File: src/rtl/gpio_bank_pkg.sv
package gpio_bank_pkg;

  localparam int unsigned PORT_IDX_W = 2;

  typedef enum logic [1:0] {
    GRP_MODE = 2'd0,
    GRP_OE   = 2'd1,
    GRP_OUT  = 2'd2,
    GRP_IN   = 2'd3
  } grp_e;

  typedef struct packed {
    logic                  hit;
    logic                  masked;
    grp_e                  grp;
    logic [PORT_IDX_W-1:0] port;
  } dec_t;

endpackage

File: src/rtl/gpio_addr_dec.sv
module gpio_addr_dec
  import gpio_bank_pkg::*;
#(
  parameter int unsigned PORTS    = 4,
  parameter int unsigned ADDR_W   = 12,
  parameter int unsigned MASK_OFS = 'h80
) (
  input  logic [ADDR_W-1:0] addr_i,
  output dec_t              dec_o
);

  localparam int unsigned PLAIN_END = 'h40;
  localparam int unsigned MASK_END  = MASK_OFS + 'h30; // no masked input slot

  logic              in_plain, in_mask;
  logic [ADDR_W-1:0] rel;

  always_comb begin
    in_plain     = addr_i < ADDR_W'(PLAIN_END);
    in_mask      = (addr_i >= ADDR_W'(MASK_OFS)) && (addr_i < ADDR_W'(MASK_END));
    rel          = in_mask ? addr_i - ADDR_W'(MASK_OFS) : addr_i;
    dec_o.masked = in_mask;
    dec_o.grp    = grp_e'(rel[5:4]);
    dec_o.port   = rel[3:2];
    dec_o.hit    = (in_plain || in_mask) && (rel[1:0] == 2'b00) &&
                   (32'(rel[3:2]) < PORTS);
  end

endmodule

File: src/rtl/gpio_port_reg.sv
module gpio_port_reg
  import gpio_bank_pkg::*;
#(
  parameter int unsigned PINS = 8
) (
  input  logic            clk_i,
  input  logic            rst_ni,
  input  logic            wr_i,
  input  grp_e            grp_i,
  input  logic            masked_i,
  input  logic [15:0]     wdata_i,
  input  logic [PINS-1:0] alt_out_i,
  input  logic [PINS-1:0] alt_oe_i,
  output logic [PINS-1:0] mode_o,
  output logic [PINS-1:0] oe_o,
  output logic [PINS-1:0] out_o,
  output logic [PINS-1:0] pad_out_o,
  output logic [PINS-1:0] pad_oe_o
);

  logic [PINS-1:0] mode_q, oe_q, out_q;
  logic [PINS-1:0] wen, wval;

  assign wen  = wdata_i[8 +: PINS];
  assign wval = wdata_i[0 +: PINS];

  function automatic logic [PINS-1:0] merge(logic [PINS-1:0] cur, logic msk,
                                            logic [PINS-1:0] en, logic [PINS-1:0] val);
    return msk ? ((cur & ~en) | (val & en)) : val;
  endfunction

  always_ff @(posedge clk_i or negedge rst_ni) begin
    if (!rst_ni) begin
      mode_q <= '0;
      oe_q   <= '0;
      out_q  <= '0;
    end else if (wr_i) begin
      unique case (grp_i)
        GRP_MODE: mode_q <= merge(mode_q, masked_i, wen, wval);
        GRP_OE:   oe_q   <= merge(oe_q, masked_i, wen, wval);
        GRP_OUT:  out_q  <= merge(out_q, masked_i, wen, wval);
        default:  ;
      endcase
    end
  end

  // register control only where the pin is in GPIO mode
  assign pad_out_o = (mode_q & out_q) | (~mode_q & alt_out_i);
  assign pad_oe_o  = (mode_q & oe_q)  | (~mode_q & alt_oe_i);
  assign mode_o    = mode_q;
  assign oe_o      = oe_q;
  assign out_o     = out_q;


  masked_keep_chk: assert property (@(posedge clk_i) disable iff (!rst_ni)
    (wr_i && masked_i && grp_i == GRP_OUT) |=>
      (((out_q ^ $past(out_q)) & ~$past(wen)) == '0));


  masked_zero_chk: assert property (@(posedge clk_i) disable iff (!rst_ni)
    (wr_i && masked_i && wen == '0) |=>
      ($stable(mode_q) && $stable(oe_q) && $stable(out_q)));


  port_isolation_chk: assert property (@(posedge clk_i) disable iff (!rst_ni)
    !wr_i |=> ($stable(mode_q) && $stable(oe_q) && $stable(out_q)));

endmodule

File: src/rtl/gpio_in_sync.sv
module gpio_in_sync #(
  parameter int unsigned W      = 32,
  parameter int unsigned STAGES = 2
) (
  input  logic         clk_i,
  input  logic         rst_ni,
  input  logic [W-1:0] d_i,
  output logic [W-1:0] q_o
);

  logic [W-1:0] stg_q [STAGES];

  always_ff @(posedge clk_i or negedge rst_ni) begin
    if (!rst_ni) begin
      for (int i = 0; i < STAGES; i++) stg_q[i] <= '0;
    end else begin
      stg_q[0] <= d_i;
      for (int i = 1; i < STAGES; i++) stg_q[i] <= stg_q[i-1];
    end
  end

  assign q_o = stg_q[STAGES-1];

  generate
    if (STAGES == 2) begin : g_lat_chk
      logic [1:0] age_q;
      always_ff @(posedge clk_i or negedge rst_ni) begin
        if (!rst_ni)          age_q <= '0;
        else if (age_q != 2'd2) age_q <= age_q + 2'd1;
      end

      sync_latency_chk: assert property (@(posedge clk_i) disable iff (!rst_ni)
        (age_q == 2'd2) |-> (q_o == $past(d_i, 2)));
    end
  endgenerate

endmodule

File: src/rtl/gpio_bank_regs.sv
module gpio_bank_regs
  import gpio_bank_pkg::*;
#(
  parameter int unsigned PORTS    = 4,
  parameter int unsigned PINS     = 8,
  parameter int unsigned ADDR_W   = 12,
  parameter int unsigned MASK_OFS = 'h80,
  parameter int unsigned SYNC_N   = 2
) (
  input  logic                  clk_i,
  input  logic                  rst_ni,
  input  logic                  req_i,
  input  logic                  we_i,
  input  logic [ADDR_W-1:0]     addr_i,
  input  logic [31:0]           wdata_i,
  output logic [31:0]           rdata_o,
  input  logic [PORTS*PINS-1:0] pad_i,
  input  logic [PORTS*PINS-1:0] alt_out_i,
  input  logic [PORTS*PINS-1:0] alt_oe_i,
  output logic [PORTS*PINS-1:0] pad_out_o,
  output logic [PORTS*PINS-1:0] pad_oe_o
);

  localparam int unsigned NPIN = PORTS * PINS;

  dec_t            dec;
  logic [NPIN-1:0] mode_all, oe_all, out_all, in_all;
  logic            bus_wr;

  assign bus_wr = req_i && we_i && dec.hit;

  gpio_addr_dec #(
    .PORTS(PORTS), .ADDR_W(ADDR_W), .MASK_OFS(MASK_OFS)
  ) u_dec (
    .addr_i(addr_i),
    .dec_o (dec)
  );

  gpio_in_sync #(.W(NPIN), .STAGES(SYNC_N)) u_sync (
    .clk_i (clk_i),
    .rst_ni(rst_ni),
    .d_i   (pad_i),
    .q_o   (in_all)
  );

  for (genvar p = 0; p < PORTS; p++) begin : g_port
    gpio_port_reg #(.PINS(PINS)) u_port (
      .clk_i    (clk_i),
      .rst_ni   (rst_ni),
      .wr_i     (bus_wr && (32'(dec.port) == p)),
      .grp_i    (dec.grp),
      .masked_i (dec.masked),
      .wdata_i  (wdata_i[15:0]),
      .alt_out_i(alt_out_i[p*PINS +: PINS]),
      .alt_oe_i (alt_oe_i[p*PINS +: PINS]),
      .mode_o   (mode_all[p*PINS +: PINS]),
      .oe_o     (oe_all[p*PINS +: PINS]),
      .out_o    (out_all[p*PINS +: PINS]),
      .pad_out_o(pad_out_o[p*PINS +: PINS]),
      .pad_oe_o (pad_oe_o[p*PINS +: PINS])
    );
  end

  // masked aliases are write-only
  always_comb begin
    rdata_o = '0;
    if (req_i && !we_i && dec.hit && !dec.masked) begin
      unique case (dec.grp)
        GRP_MODE: rdata_o[PINS-1:0] = mode_all[32'(dec.port)*PINS +: PINS];
        GRP_OE:   rdata_o[PINS-1:0] = oe_all[32'(dec.port)*PINS +: PINS];
        GRP_OUT:  rdata_o[PINS-1:0] = out_all[32'(dec.port)*PINS +: PINS];
        default:  rdata_o[PINS-1:0] = in_all[32'(dec.port)*PINS +: PINS];
      endcase
    end
  end


  input_ro_chk: assert property (@(posedge clk_i) disable iff (!rst_ni)
    (bus_wr && dec.grp == GRP_IN) |=>
      ($stable(mode_all) && $stable(oe_all) && $stable(out_all)));


  unmapped_read_chk: assert property (@(posedge clk_i) disable iff (!rst_ni)
    (req_i && !we_i && !dec.hit) |-> (rdata_o == '0));


  unmapped_write_chk: assert property (@(posedge clk_i) disable iff (!rst_ni)
    (req_i && we_i && !dec.hit) |=>
      ($stable(mode_all) && $stable(oe_all) && $stable(out_all)));


  readback_upper_chk: assert property (@(posedge clk_i) disable iff (!rst_ni)
    (req_i && !we_i) |-> (rdata_o[31:PINS] == '0));

endmodule

File: config.mk
export PLATFORM = sky130hd
export DESIGN_NAME = gpio_bank_regs
export DESIGN_NICKNAME = d
export VERILOG_FILES = /design/src/rtl/gpio_bank_pkg.sv /design/src/rtl/gpio_addr_dec.sv /design/src/rtl/gpio_port_reg.sv /design/src/rtl/gpio_in_sync.sv /design/src/rtl/gpio_bank_regs.sv
export SDC_FILE = /design/constraint.sdc
export NUM_CORES = 1
export LEC_CHECK = 0
export CORE_UTILIZATION = 53
export CTS_BUF_LIST = sky130_fd_sc_hd__clkbuf_4
export DETAILED_ROUTE_END_ITERATION = 10
export PLACE_DENSITY = 0.88
export SKIP_LAST_GASP = 1
export SLEW_MARGIN = 20
export SYNTH_ARGS = -nofsm -noshare
export SYNTH_HDL_FRONTEND = slang
export SYNTH_SLANG_ARGS = --single-unit
File: constraint.sdc
create_clock -name clk_i -period 6.2 [get_ports clk_i]
set_input_delay 1.86 -clock clk_i [delete_from_list [all_inputs] [get_ports clk_i]]
set_output_delay 1.86 -clock clk_i [all_outputs]
set_load 0.01 [all_outputs]
==> impl_metrics.py <==
metrics = {
    "status": {
        "outcome": "finished, violations left",
        "violations": "design-rule violations",
    },
    "yosys": {
        "synth_xor_area_frac": 0,
        "synth-compound-area-share": 0.0461,
        "synth_mux_area_frac": 0.301,
        "synth_fa_ha_area_frac": 0,
        "ys_warn_count": 0,
        "syn_inst": 657,
        "synth_simple_gate_area_frac": 0.102,
        "synth.top_cell.area_share": 0.497,
        "synthFlopType": "dfrtp_1",
        "synth_cell_types": 45,
        "synth_edf_count": 0,
        "synth_area_sq_um": 8060,
        "synth.avg_cell_area_sq_um": 12.3,
        "ys_ff_latch": 160,
        "synth_area_leader_cell": "dfrtp_1",
        "synthArstFlopShare": 1.00,
        "synth_top_family_by_area": "multiplexers",
        "yosysSeqAreaShare": 0.497,
        "synth_area_leaders": "dfrtp_1 50%, mux2_2 14%, mux2_4 9.3%",
    },
    "routing": {
        "wl_met2_um": 10000,
        "drtIter0Drc": 505,
        "vias": 6031,
        "wl_met1_um": 8580,
        "wl_met3_um": 1690,
        "vias_per_cell": 5.69,
        "wirelength_um": 21100,
        "detail-route-antenna-nets": 0,
        "drc_errors": 15,
        "firstDrtPassIters": 8,
        "drt-wirelength-per-cell_um": 19.9,
        "highest_layer": "met4",
    },
    "power_and_ir_drop": {
        "ir_drop_v": 0.000237,
        "p_sw_uw": 540,
        "combPwrFrac": 0.149,
        "leakage_nw": 4.69,
        "switching_share": 0.272,
        "pwr-share-seq": 0.542,
        "p_int_mw": 1.45,
        "power_density_nw_per_um2": 190,
        "pwr-share-clk": 0.309,
    },
    "critical_path": {
        "crit_path_end_kind": "primary output",
        "critical_path_buf_inv_count": 2,
        "arrival_ps": 4230,
        "critPathLaunchType": "input pin",
        "cp_cell_sequence": "clkdlybuf4s50_1 > or4_4 > a2111oi_4 > nand2_2 > a31oi_1 > clkdlybuf4s50_1",
        "path_common_cell": "clkdlybuf4s50_1",
        "crit_required_ps": 4340,
        "crit_path_max_incr_delay_ps": 600,
        "critPathMaxFanout": 8,
        "crit_start": "addr_i[8]",
        "crit_path_top_delay_cell": "clkdlybuf4s50_1",
        "path_delay_family": "buffers and inverters",
        "criticalPathCategory": "in2out",
    },
    "floorplanning": {
        "die_area_sq_um": 15700,
        "rows": 44,
        "die_h_um": 125,
        "initial_core_util": 0.549,
        "die-width_um": 125,
        "core-area_sq_um": 14700,
        "top_level_ports": 240,
    },
    "placement": {
        "dp.cells": 1028,
        "place_congestion": 0.903,
        "numPortBuffers": 199,
        "post-dp-hpwl_um": 15200,
    },
    "timing": {
        "holdWs_ps": 359,
        "grt_setup_unrepaired": "no",
        "finalMaxSlewViolations": 0,
        "finClkSkew_ps": 9.77,
        "finalHoldViolCount": 0,
        "tns_ps": 0,
        "slew_headroom": 0.241,
        "min_period_over_period": 0.983,
        "fmaxAchievable_mhz": 164,
        "setup_viol": 0,
        "tightest_slew_ps": 1140,
        "min_period_ps": 6090,
    },
    "worst_hold_path": {
        "hold_class": "reg2reg",
        "hold_start": "u_sync.stg_q[56]",
    },
    "cells_and_area": {
        "final_cell_mix": "196 x clkdlybuf4s50_1, 160 x dfrtp_1, 105 x nand2_1",
        "final_net_count": 1007,
        "register_area_sq_um": 4000,
        "final_cell_count_no_fill": 1060,
        "drive_gt1_frac": 0.257,
        "antenna_cells": 0,
        "multi_input_area_sq_um": 3710,
        "nFillCells": 1014,
        "syn_to_final_growth_pct": 29.5,
        "layout_commonest_cell": "clkdlybuf4s50_1",
    },
    "global_route": {
        "track_usage": 0.286,
        "grt_overflow_total": 0,
        "grt_pass1_vias": 6251,
        "grt_pass1_wl_um": 33600,
        "grt_max_degree": 57,
        "antenna_found_initial": 0,
    },
    "clocking": {
        "post_cts_buffers": 0,
        "cts_htree_levels": 4,
        "cts_sinks": 160,
        "cts_tree": "built",
        "cts-root-buf": "clkbuf_4",
        "path_clk_slew_ps": 140,
        "cts-buffers-inserted": 17,
        "clock_tree.buffer_depth": 2,
        "clk_latency_ps": 600,
    },
    "flow_run": {
        "cap_violations": 0,
    },
}
## kinds of logic (layout without fill, tap and decap cells)
logic type | Yosys count | after routing
mux | 189 | 189
compound gates | 52 | 52
buf+inv | 66 | 262
other cells | 1 | 24
simple gates | 189 | 189
flops | 160 | 160
## per-layer routing
metal,up-vias,global-route usage
li1,2702,-
met1,2940,0.364
met2,313,0.456
met3,76,0.0706
met4,0,0.143
met5,-,0
## path summary, 6_finish.rpt
check / endpoint / slack (ps) / cells after the start
setup reg to reg: flip-flop / 5300 / 1
hold reg to reg: u_sync.q_o[24] / 360 / 0
max in group asynchronous: async pin / 3950 / 2
setup / recovery: rdata_o[6] / 110 / 6
hold / removal: u_sync.q_o[24] / 360 / 0
min in group asynchronous: async pin / 1160 / 1
## layout make-up
class	count	share of cell area
clock buffer	19	0.0137
clock inverter	13	0.0121
inverter	3	0.00108
multi-input combinational	454	0.356
sequential	160	0.383
tap	184	0.0220
timing repair buffer	227	0.212
## power by group through the flow
| stage | Clock, mW | Sequential, mW | Combinational, mW |
|---|---|---|---|
| floorplan | 0 | 1.09 | 0.124 |
| global placement | 0 | 1.09 | 0.291 |
| detailed placement | 0 | 1.10 | 0.294 |
| CTS | 0.623 | 1.08 | 0.295 |
| global route | 0.667 | 1.08 | 0.317 |
| finish | 0.614 | 1.08 | 0.296 |
## synthesized netlist by cell type, types with 5 or more instances
cell,instances
a21oi_1,7
o2111ai_1,5
nor2b_1,7
mux2i_1,13
mux2_2,97
o21ai_0,13
mux2_1,18
nor4_1,9
o22ai_1,7
a22oi_1,5
buf_4,28
dfrtp_1,160
mux2_4,50
mux4_2,11
clkbuf_1,19
nor2_1,38
nand2_1,107
buf_6,8
nand3_1,9
## timing repair
action	4_1_cts	5_1_grt
setup endpoints to repair	0	5
resized for setup	0	3
hold buffers	0	0
## stage by stage
step | cell area (sq um) | utilization | setup slack, ps | total power [mW]
global placement | 10200 | 0.692 | 18.8 | 1.39
CTS | 10400 | 0.710 | 17.1 | 1.99
floorplan | 8150 | - | 945 | 1.22
detailed placement | 10200 | 0.692 | 22.9 | 1.39
global route | 10400 | 0.710 | 23.2 | 2.06
finish | 10400 | 0.710 | 108 | 1.99
No activity file was read; power rests on OpenSTA's default activity.
